==> src/rtl/psg_regfile.sv <==
module psg_regfile #(
  parameter int DATA_W = 8
) (
  input  logic                 clk,
  input  logic                 rst_n,
  input  logic                 ctl_dir,
  input  logic                 ctl_sel,
  input  logic [DATA_W-1:0]    bus_data,
  output logic [DATA_W-1:0]    rd_data,
  output logic [16*DATA_W-1:0] regs_flat
);
  localparam int ADDR_W = 4;
  localparam int NREG   = 1 << ADDR_W;

  localparam logic [1:0] ST_IDLE = 2'b00;
  localparam logic [1:0] ST_RD   = 2'b01;
  localparam logic [1:0] ST_WR   = 2'b10;
  localparam logic [1:0] ST_LAT  = 2'b11;

  logic [1:0]        ctl;
  logic [DATA_W-1:0] regs [NREG];
  logic [ADDR_W-1:0] addr;
  logic              addr_ok;
  logic              pend;
  logic [DATA_W-1:0] hold;

  assign ctl = {ctl_dir, ctl_sel};

  function automatic logic [DATA_W-1:0] keep_mask(input logic [ADDR_W-1:0] idx);
    case (idx)
      4'd1, 4'd3, 4'd5:  keep_mask = DATA_W'(8'h0F);
      4'd8, 4'd9, 4'd10: keep_mask = DATA_W'(8'h1F);
      default:           keep_mask = '1;
    endcase
  endfunction

  always_ff @(posedge clk or negedge rst_n) begin
    if (!rst_n) begin
      addr    <= '0;
      addr_ok <= 1'b1;
      pend    <= 1'b0;
      hold    <= '0;
      for (int i = 0; i < NREG; i++) regs[i] <= '0;
    end else begin
      pend <= (ctl == ST_WR);
      if (ctl == ST_WR) hold <= bus_data;
      if (pend && ctl != ST_WR && addr_ok)
        regs[addr] <= hold & keep_mask(addr);
      if (ctl == ST_LAT) begin
        if (bus_data[DATA_W-1:ADDR_W] == '0) begin
          addr    <= bus_data[ADDR_W-1:0];
          addr_ok <= 1'b1;
        end else begin
          addr_ok <= 1'b0;
        end
      end
    end
  end

  assign rd_data = (ctl == ST_RD && addr_ok) ? regs[addr] : '0;

  for (genvar g = 0; g < NREG; g++) begin : g_flat
    assign regs_flat[g*DATA_W +: DATA_W] = regs[g];
  end
endmodule

==> config.mk <==
export PLATFORM = sky130hd
export DESIGN_NAME = psg_regfile
export DESIGN_NICKNAME = d
export VERILOG_FILES = /design/src/rtl/psg_regfile.sv
export SDC_FILE = /design/constraint.sdc
export NUM_CORES = 1
export LEC_CHECK = 0
export BUFFER_PORTS_ARGS = -buffer_cell sky130_fd_sc_hd__buf_2
export CAP_MARGIN = 10
export CORE_ASPECT_RATIO = 0.6
export CORE_MARGIN = 1
export CORE_UTILIZATION = 45
export CTS_CLUSTER_DIAMETER = 30
export DETAILED_ROUTE_END_ITERATION = 16
export GPL_TIMING_DRIVEN = 1
export PLACE_DENSITY = 0.8
export SLEW_MARGIN = 20
export SYNTH_ARGS = -nofsm -noshare
export SYNTH_HDL_FRONTEND = slang
export SYNTH_SLANG_ARGS = --single-unit
==> constraint.sdc <==
create_clock -name clk -period 1.9 [get_ports clk]
set_input_delay 0.095 -clock clk [delete_from_list [all_inputs] [get_ports clk]]
set_output_delay 0.095 -clock clk [all_outputs]
set_load 0.005 [all_outputs]
==> flow_summary_export.csv, run 1 <==
group,metric,value,unit
run_status,status,"finished, violations left",
run_status,violations,"setup timing",
sta,layout_min_cycle_time,2290,ps
logic_synthesis,syn_inst,412,
route,drcViolationCount,0,
route,viasPerCell,5.68,
clocking,cts_root_buffer,"clkbuf_16",
route,first_pass_iters,5,
final_layout,ff_latch_area,3560,µm²
floorplanning,ioPinCount,148,
final_layout,nFillCells,915,
global_route,grt_overflow,0,
logic_synthesis,ys_seq_elements,142,
floorplanning,dieArea,14500,µm²
flow_run,cap_violations,0,
logic_synthesis,ys_types,32,
clocking,cts-buffers-inserted,17,
place,dpl.cell_count,767,
sta,finalCritPeriodShare,120,%
critical_path,cp_slowest_cell,"mux4_2",
clocking,cts_sinks,142,
clocking,clk_latency,420,ps
floorplanning,row_count,33,
floorplanning,core_area,13700,µm²
sta,relSlewSlack,47.3,%
critical_path,worstSetupEndpointType,"output pin",
critical_path,r2r_slack,-330,ps
sta,slew_violations,0,
place,numPortBuffers,147,
final_layout,syn2layout_area_growth,43.1,%
global_route,antenna_found_initial,0,
logic_synthesis,yosysSeqAreaShare,56.5,%
sta,rsz0062_at_grt,"true",
global_route,grt_max_degree,61,
route,antenna_left,0,
global_route,grt_pass1_wl,29500,µm
floorplanning,die_y,93.6,µm
logic_synthesis,synth.top_cell.area_share,56.1,%
global_route,grt_pass1_vias,4832,
sta,tightest_slew,790,ps
logic_synthesis,synth_nets,424,
logic_synthesis,avgSynthCellArea,15.3,µm²
power,ir_worst_vdd,0.601,mV
logic_synthesis,ys.warnings.count,0,
place,place.gp.congestion,0.869,
final_layout,layout.cells.non_filler,832,
critical_path,cpPeakStageDelay,530,ps
clocking,clockBufferDepth,2,
logic_synthesis,synth_top_cells_by_area,"dfrtp_1 (56%), mux2_2 (21%), mux4_2 (11%)",
final_layout,drive_gt1_share,66.7,%
critical_path,worstPathArrival,2190,ps
place,hpwl,13300,µm
global_route,grt_usage,28.2,%
critical_path,cp.required,1800,ps
critical_path,worstSetupPathType,"reg2out",
route,vias,4722,
sta,setup_slack,-388,ps
final_layout,num-nets-final,639,
critical_path,crit_chain,"buf_12 > mux4_2 > mux2i_1 > nor2_1 > a221o_1 > buf_2",
floorplanning,die_w,155,µm
sta,setup_violations,78,
final_layout,fin_util,65.9,%
sta,fmax,437,MHz
logic_synthesis,netlist_area,6290,µm²
sta,hold_viol,0,
route,wirelength,20000,µm
sta,fin_setup_tns,-15490,ps
sta,skew,9.54,ps
clocking,cts_tree,"done",
power,p_leak,4.65,nW
power,powerDensity,877,nW/µm²
clocking,clkSlewWorstSetupHoldPaths,60,ps
final_layout,diodes,0,
final_layout,multi_input_area,3050,µm²
critical_path,critPathMaxFanout,10,
hold_path,hold_path_class,"in2reg",
route,routedWlPerCell,24.0,µm
critical_path,start_kind,"flop",
floorplanning,initial_core_util,46.0,%
logic_synthesis,yosysTopAreaCell,"dfrtp_1",
clocking,cts.htree.levels,4,
route,drt-initial-drc-count,275,
-- final cells by class --
type / count / share of cell area (%)
tap: 192 / 2.67
clock inverter: 13 / 1.57
sequential: 142 / 39.5
inverter: 3 / 0.125
clock buffer: 19 / 4.81
multi-input combinational: 246 / 33.9
timing repair buffer: 217 / 17.5
-- cells in the final DEF (no fill, tap or decap), drive strengths merged, types with 2 or more instances in the layout --
cell	count
buf	206
clkbuf	19
clkinv	3
mux2	118
a22oi	14
nor3	2
clkinvlp	6
dfrtp	141
nor4	2
inv	5
bufinv	2
nor2b	13
nand3	3
nor2	14
mux4	32
and2	14
nand2	22
dlygate4sd3	11
-- timing repair --
action,in CTS,in global routing
pin swaps,5,13
buffers inserted,7,13
endpoints found under the hold margin,69,0
hold buffers,11,0
setup endpoints to repair,82,95
gates cloned,2,1
resized for setup,48,77
-- flip-flops by register name, indices dropped and copies added, names as in the netlist --
register,count
regs_flat,128
hold,8
addr,4
addr_ok,1
pend,1
-- worst max-delay path: cells and delay by family (launching register included) --
family                 cells  cell delay, ps
multiplexers               2             680
buffers and inverters      2             300
AO/OA/AOI/OAI              1             280
AND/OR/NAND/NOR            1              90
flip-flops                 1             430
-- power by group --
part / leakage (nW) / internal (mW) / switching, mW / total [mW]
Combinational: 2.43 / 0.658 / 0.634 / 1.29
Sequential: 1.95 / 3.14 / 0.203 / 3.34
Clock: 0.262 / 1.93 / 1.33 / 3.27
Total: 4.65 / 5.73 / 2.17 / 7.90
-- stage by stage --
stage / instance area, µm² / hold slack (ps) / worst slack, ps / total power, mW
finish: 9010 / 111 / -388 / 7.90
global route: 9010 / 115 / -436 / 8.13
CTS: 8600 / 78.6 / -351 / 7.70
detailed placement: 7590 / 97.6 / -113 / 4.27
global placement: 7590 / 91.5 / -76.5 / 4.23
floorplan: 6290 / -201 / -18.7 / 3.82
-- routing by layer --
layer  vias to the layer above  wire [µm]  GRT usage [%]
met3                        22       1670           9.31
met2                       264       8600           39.5
met1                      2479       9430           42.0
li1                       1957          -              -
met5                         -          0              0
met4                         0        282           6.68
-- cell usage after synthesis (all sizes together) --
library cell and number:
a31oi 1, nor2 14, nor2b 12, nor4 2, a221o 1, inv 3
a21o 1, nor3 2, clkbuf 11, mux4 32, dfrtp 141, nor4b 1
nand3 3, or4 1, mux2 118, buf 11, a221oi 1, nand3b 1
o21ai 1, and2 14, nand2b 1, nand4bb 1, nand2 22, or3 1
dfstp 1, a22oi 14, mux2i 1
-- kinds of logic after synthesis --
group,share of synthesized area (%)
AO/OA/AOI/OAI,2.27
multiplexers,32.7
AND/OR/NAND/NOR,6.86
buffers and inverters,1.67
flip-flops,56.5
-- final timing paths --
| check | from | to | depth (start not counted) |
|---|---|---|---|
| min in group asynchronous | rst_n | regs_flat[71] | 2 |
| max | addr[0] | rd_data[6] | 6 |
| min reg2reg | regs_flat[79] | regs_flat[79] | 1 |
| max in group asynchronous | rst_n | regs_flat[21] | 3 |
| max reg2reg | addr[0] | regs_flat[21] | 9 |
| min | ctl_sel | pend | 3 |
Note: power is estimated with default switching activity, not from simulation.
==> run 2, diff against run 1 <==
Settings changed: BUFFER_PORTS_ARGS -buffer_cell sky130_fd_sc_hd__buf_2 to -buffer_cell sky130_fd_sc_hd__buf_4, PLACE_DENSITY 0.8 to 0.71.
==> flow_summary_export.csv, run 2 (same netlist as run 1, synthesis figures left out) <==
group,metric,value,unit
run_status,status,"finished, violations left",
run_status,violations,"setup timing",
hold_path,hp-start,"ctl_dir",
critical_path,r2r_slack,-190,ps
final_layout,diodes,0,
sta,fmax,438,MHz
critical_path,worstRegToRegCells,6,
critical_path,worstSetupEndpointType,"output pin",
final_layout,largest_register_ffs,128,
clocking,cts_tree,"done",
route,vias,4613,
sta,setup_slack,-385,ps
final_layout,finalInstanceArea,8970,µm²
final_layout,fin_util,65.6,%
global_route,grt_overflow,0,
clocking,cts.htree.levels,4,
floorplanning,die_y,93.6,µm
floorplanning,initial_core_util,46.0,%
sta,relSlewSlack,51.0,%
place,hpwl,13100,µm
sta,tightest_slew,735,ps
power,p_leak,4.51,nW
route,drcViolationCount,0,
critical_path,cp_slowest_cell,"mux4_2",
critical_path,cp_num_buf_inv,2,
sta,hold_viol,0,
global_route,grt_usage,26.6,%
clocking,cts_root_buffer,"clkbuf_16",
hold_path,hold_end,"addr_ok",
critical_path,critPathMaxFanout,6,
critical_path,worstSetupPathType,"reg2out",
critical_path,start_kind,"flop",
floorplanning,ioPinCount,148,
floorplanning,core_area,13700,µm²
critical_path,cp_top_family,"multiplexers",
floorplanning,dieArea,14500,µm²
route,first_pass_iters,4,
floorplanning,die_w,155,µm
final_layout,num-nets-final,639,
floorplanning,row_count,33,
global_route,grt_pass1_wl,27800,µm
critical_path,reg2reg_to,"regs_flat[17]",
power,powerDensity,874,nW/µm²
global_route,antenna_found_initial,0,
hold_path,hold_path_class,"in2reg",
route,wirelength,18100,µm
clocking,clockBufferDepth,2,
route,routedWlPerCell,21.8,µm
clocking,clk_latency,410,ps
sta,setup_violations,41,
route,drt-initial-drc-count,323,
global_route,grt_max_degree,46,
critical_path,r2r-start,"addr[0]",
place,numPortBuffers,147,
sta,slew_violations,0,
final_layout,layout_commonest_cell,"buf_4",
clocking,cts-buffers-inserted,17,
flow_run,cap_violations,0,
sta,layout_min_cycle_time,2280,ps
final_layout,drive_gt1_share,64.7,%
route,viasPerCell,5.54,
global_route,grt_pass1_vias,4664,
place,placed_cell_area,8030,µm²
clocking,cts_sinks,142,
power,ir_worst_vdd,0.649,mV
final_layout,syn2layout_area_growth,42.5,%
clocking,clkSlewWorstSetupHoldPaths,60,ps
place,pre_cts_slack,-77.0,ps
sta,skew,8.30,ps
route,antenna_left,0,
critical_path,crit_chain,"buf_6 > mux4_2 > mux2i_1 > nor2_1 > a221o_1 > buf_4",
final_layout,mostFrequentLayoutCells,"buf_4 (190), dfrtp_1 (140), mux2_2 (116)",
critical_path,worstPathArrival,2190,ps
critical_path,cpPeakStageDelay,520,ps
hold_path,worstHoldPathCells,5,
sta,rsz0062_at_grt,"true",
critical_path,cp.required,1800,ps
sta,finalCritPeriodShare,120,%
place,place.gp.congestion,0.820,
run 2: repair_timing:
| item | CTS | global route |
|---|---|---|
| endpoints found under the setup margin | 51 | 94 |
| hold buffers | 10 | 0 |
| pin swaps | 5 | 3 |
| setup buffers | 6 | 3 |
| resized for setup | 21 | 11 |
| endpoints found under the hold margin | 82 | 0 |
| cloned | 1 | 0 |
run 2: worst register-to-register path, stage by stage (launching register included):
cell     delay, ps
dfrtp_2        450
buf_4          180
or4_4          520
buf_6          160
nor3_4         160
buf_12         160
mux2_2         340
run 2: per-layer routing:
metal  up-vias  track usage, %  part of all wire, %
met5         -               0                    0
met4         0            6.19                 0.70
met3        13            7.18                  8.1
met2       209            37.6                   43
met1      2421            40.6                   48
li1       1970               -                    -
run 2: final cells by class:
class | instances | area (µm²)
tap | 192 | 240
clock inverter | 10 | 138
multi-input combinational | 245 | 2730
timing repair buffer | 218 | 1840
clock buffer | 22 | 464
fill | 972 | 4700
sequential | 142 | 3560
inverter | 3 | 11.3
run 2: stage by stage:
stage / TNS, ps / hold WS [ps] / std cells / total power [mW]
after floorplan: -228 / -201 / 412 / 3.82
after global placement: -114 / 51.5 / 780 / 4.35
after detailed placement: -1470 / 49.4 / 780 / 4.37
after CTS: -5890 / 48.8 / 829 / 7.85
after global routing: -8170 / 112 / 832 / 8.11
final: -6720 / 63.2 / 832 / 7.84
run 2: worst max path at each step:
stage                     startpoint            end  slack (ps)  depth (start not counted)
after floorplan              addr_ok  regs_flat[16]         -20                          5
after global placement       addr_ok  regs_flat[54]         -10                          5
after detailed placement     addr[0]  regs_flat[72]         -80                          5
after CTS                    addr[0]     rd_data[6]        -380                          6
after global routing         addr[0]     rd_data[0]        -420                          7
final                        addr[0]     rd_data[6]        -380                          6
run 2: power by group:
part	internal [mW]	leakage, nW	switching [mW]
clock	2.13	0.290	1.24
sequential	3.14	1.95	0.187
combinational	0.614	2.27	0.529
==> run 3, diff against run 2 <==
Settings changed: REMOVE_ABC_BUFFERS from default to 1.
==> flow_summary_export.csv, run 3 (same netlist as run 1, synthesis figures left out) <==
group,metric,value,unit
run_status,status,"finished, violations left",
run_status,violations,"setup timing",
power,combPwrFrac,16.3,%
critical_path,r2r-start,"addr[0]",
clocking,clkSlewWorstSetupHoldPaths,60,ps
power,intPower,5.77,mW
sta,skew,7.85,ps
critical_path,start_kind,"flop",
power,clkPwrFrac,40.9,%
final_layout,largest_register_ffs,128,
clocking,cts_root_buffer,"clkbuf_16",
clocking,cts-buffers-inserted,17,
sta,relSlewSlack,55.9,%
global_route,grt_usage,26.8,%
critical_path,worstSetupEndpointType,"output pin",
hold_path,hold_end,"addr_ok",
final_layout,syn2layout_area_growth,46.0,%
global_route,grt_pass1_wl,28000,µm
final_layout,mostFrequentLayoutCells,"buf_4 (172), dfrtp_1 (139), mux2_2 (96)",
route,vias,4635,
power,sw_frac_of_total,25.6,%
critical_path,r2r_slack,-210,ps
sta,setup_violations,62,
global_route,antenna_found_initial,0,
global_route,grt_max_degree,54,
place,placed_cell_area,7980,µm²
power,p_sw,1.98,mW
route,top_layer,"met4",
power,ir_worst_vdd,0.599,mV
critical_path,worstRegToRegCells,10,
sta,fmax,449,MHz
floorplanning,initial_core_util,46.0,%
sta,rsz0062_at_grt,"true",
sta,setup_slack,-328,ps
sta,fin_setup_tns,-9770,ps
route,routedWlPerCell,22.9,µm
hold_path,hp-start,"ctl_dir",
critical_path,cp.required,1800,ps
floorplanning,core_area,13700,µm²
sta,tightest_slew,661,ps
clocking,clockBufferDepth,2,
critical_path,critPathMaxFanout,10,
critical_path,worstSetupPathType,"reg2out",
critical_path,worstPathArrival,2130,ps
route,routed-wl-met3,1830,µm
floorplanning,ioPinCount,148,
clocking,cts.htree.levels,4,
global_route,grt_pass1_vias,4664,
final_layout,finalInstanceArea,9190,µm²
place,place.gp.congestion,0.876,
clocking,clk_latency,420,ps
clocking,cts_tree,"done",
route,wl_met1,8510,µm
hold_path,worstHoldPathCells,3,
final_layout,layout.cells.non_filler,831,
place,dpl.cell_count,768,
floorplanning,die_w,155,µm
final_layout,num-nets-final,639,
final_layout,layout_commonest_cell,"buf_4",
final_layout,nFillCells,945,
route,wl_met2,8440,µm
route,drcViolationCount,0,
sta,hold_viol,0,
floorplanning,dieArea,14500,µm²
final_layout,diodes,0,
floorplanning,die_y,93.6,µm
sta,finalCritPeriodShare,117,%
route,antenna_left,0,
power,p_leak,4.57,nW
sta,layout_min_cycle_time,2230,ps
route,wirelength,19000,µm
route,first_pass_iters,6,
clocking,cts_sinks,142,
floorplanning,row_count,33,
place,hpwl,12600,µm
route,viasPerCell,5.58,
power,pwr-share-seq,42.9,%
hold_path,hold_path_class,"in2reg",
power,powerDensity,843,nW/µm²
global_route,grt_overflow,0,
flow_run,cap_violations,0,
sta,slew_violations,0,
critical_path,reg2reg_to,"regs_flat[110]",
place,numPortBuffers,147,
route,drt-initial-drc-count,230,
final_layout,drive_gt1_share,65.9,%
run 3: how the worst max path moves through the flow:
stage,startpoint,endpoint,depth (start not counted)
after floorplan,addr[0],regs_flat[124],4
after global placement,addr_ok,regs_flat[20],5
after detailed placement,addr_ok,regs_flat[16],5
after CTS,addr[0],rd_data[1],5
after global routing,addr[0],rd_data[6],6
final,addr[0],rd_data[1],6
run 3: routing by layer:
metal	track usage, %	up-vias
li1	-	1958
met1	40.4	2422
met2	38.2	234
met3	6.07	21
met4	8.58	0
met5	0	-
run 3: power groups by stage:
stage | clock (mW) | combinational (mW) | sequential (mW)
detailed placement | 0 | 0.902 | 3.36
floorplan | 0 | 0.359 | 3.42
global placement | 0 | 0.884 | 3.35
CTS | 3.21 | 1.06 | 3.31
global route | 3.35 | 1.33 | 3.34
finish | 3.17 | 1.26 | 3.32
run 3: critical path, cell delays in order (launching register included):
cell and delay (ps):
dfrtp_2 430, buf_4 140, buf_12 140, mux4_2 520, a22oi_2 230, nand2_2 100
buf_4 150
run 3: cell type report:
| type | count | area (µm²) | area share (%) |
|---|---|---|---|
| sequential | 142 | 3560 | 38.7 |
| clock buffer | 24 | 462 | 5.02 |
| multi-input combinational | 247 | 2910 | 31.7 |
| timing repair buffer | 216 | 1920 | 20.8 |
| clock inverter | 7 | 88.8 | 0.967 |
| inverter | 3 | 11.3 | 0.123 |
| tap | 192 | 240 | 2.61 |
run 3: per-stage QoR:
| stage | util, % | setup WS, ps | power (mW) | hold slack, ps |
|---|---|---|---|---|
| after global routing | 67.2 | -407 | 8.02 | 137 |
| after detailed placement | 58.4 | -67.0 | 4.26 | 68.8 |
| after CTS | 64.6 | -327 | 7.59 | 88.5 |
| after floorplan | - | -907 | 3.77 | -201 |
| after global placement | 58.4 | -28.1 | 4.23 | 57.7 |
| final | 67.2 | -328 | 7.75 | 127 |
run 3: what timing repair did:
action	in CTS	in global routing
pin swaps	7	11
buffers inserted	8	10
hold buffers	11	0
hold endpoints to repair	60	0
resized for setup	26	63
setup endpoints to repair	51	104
cloned	1	2
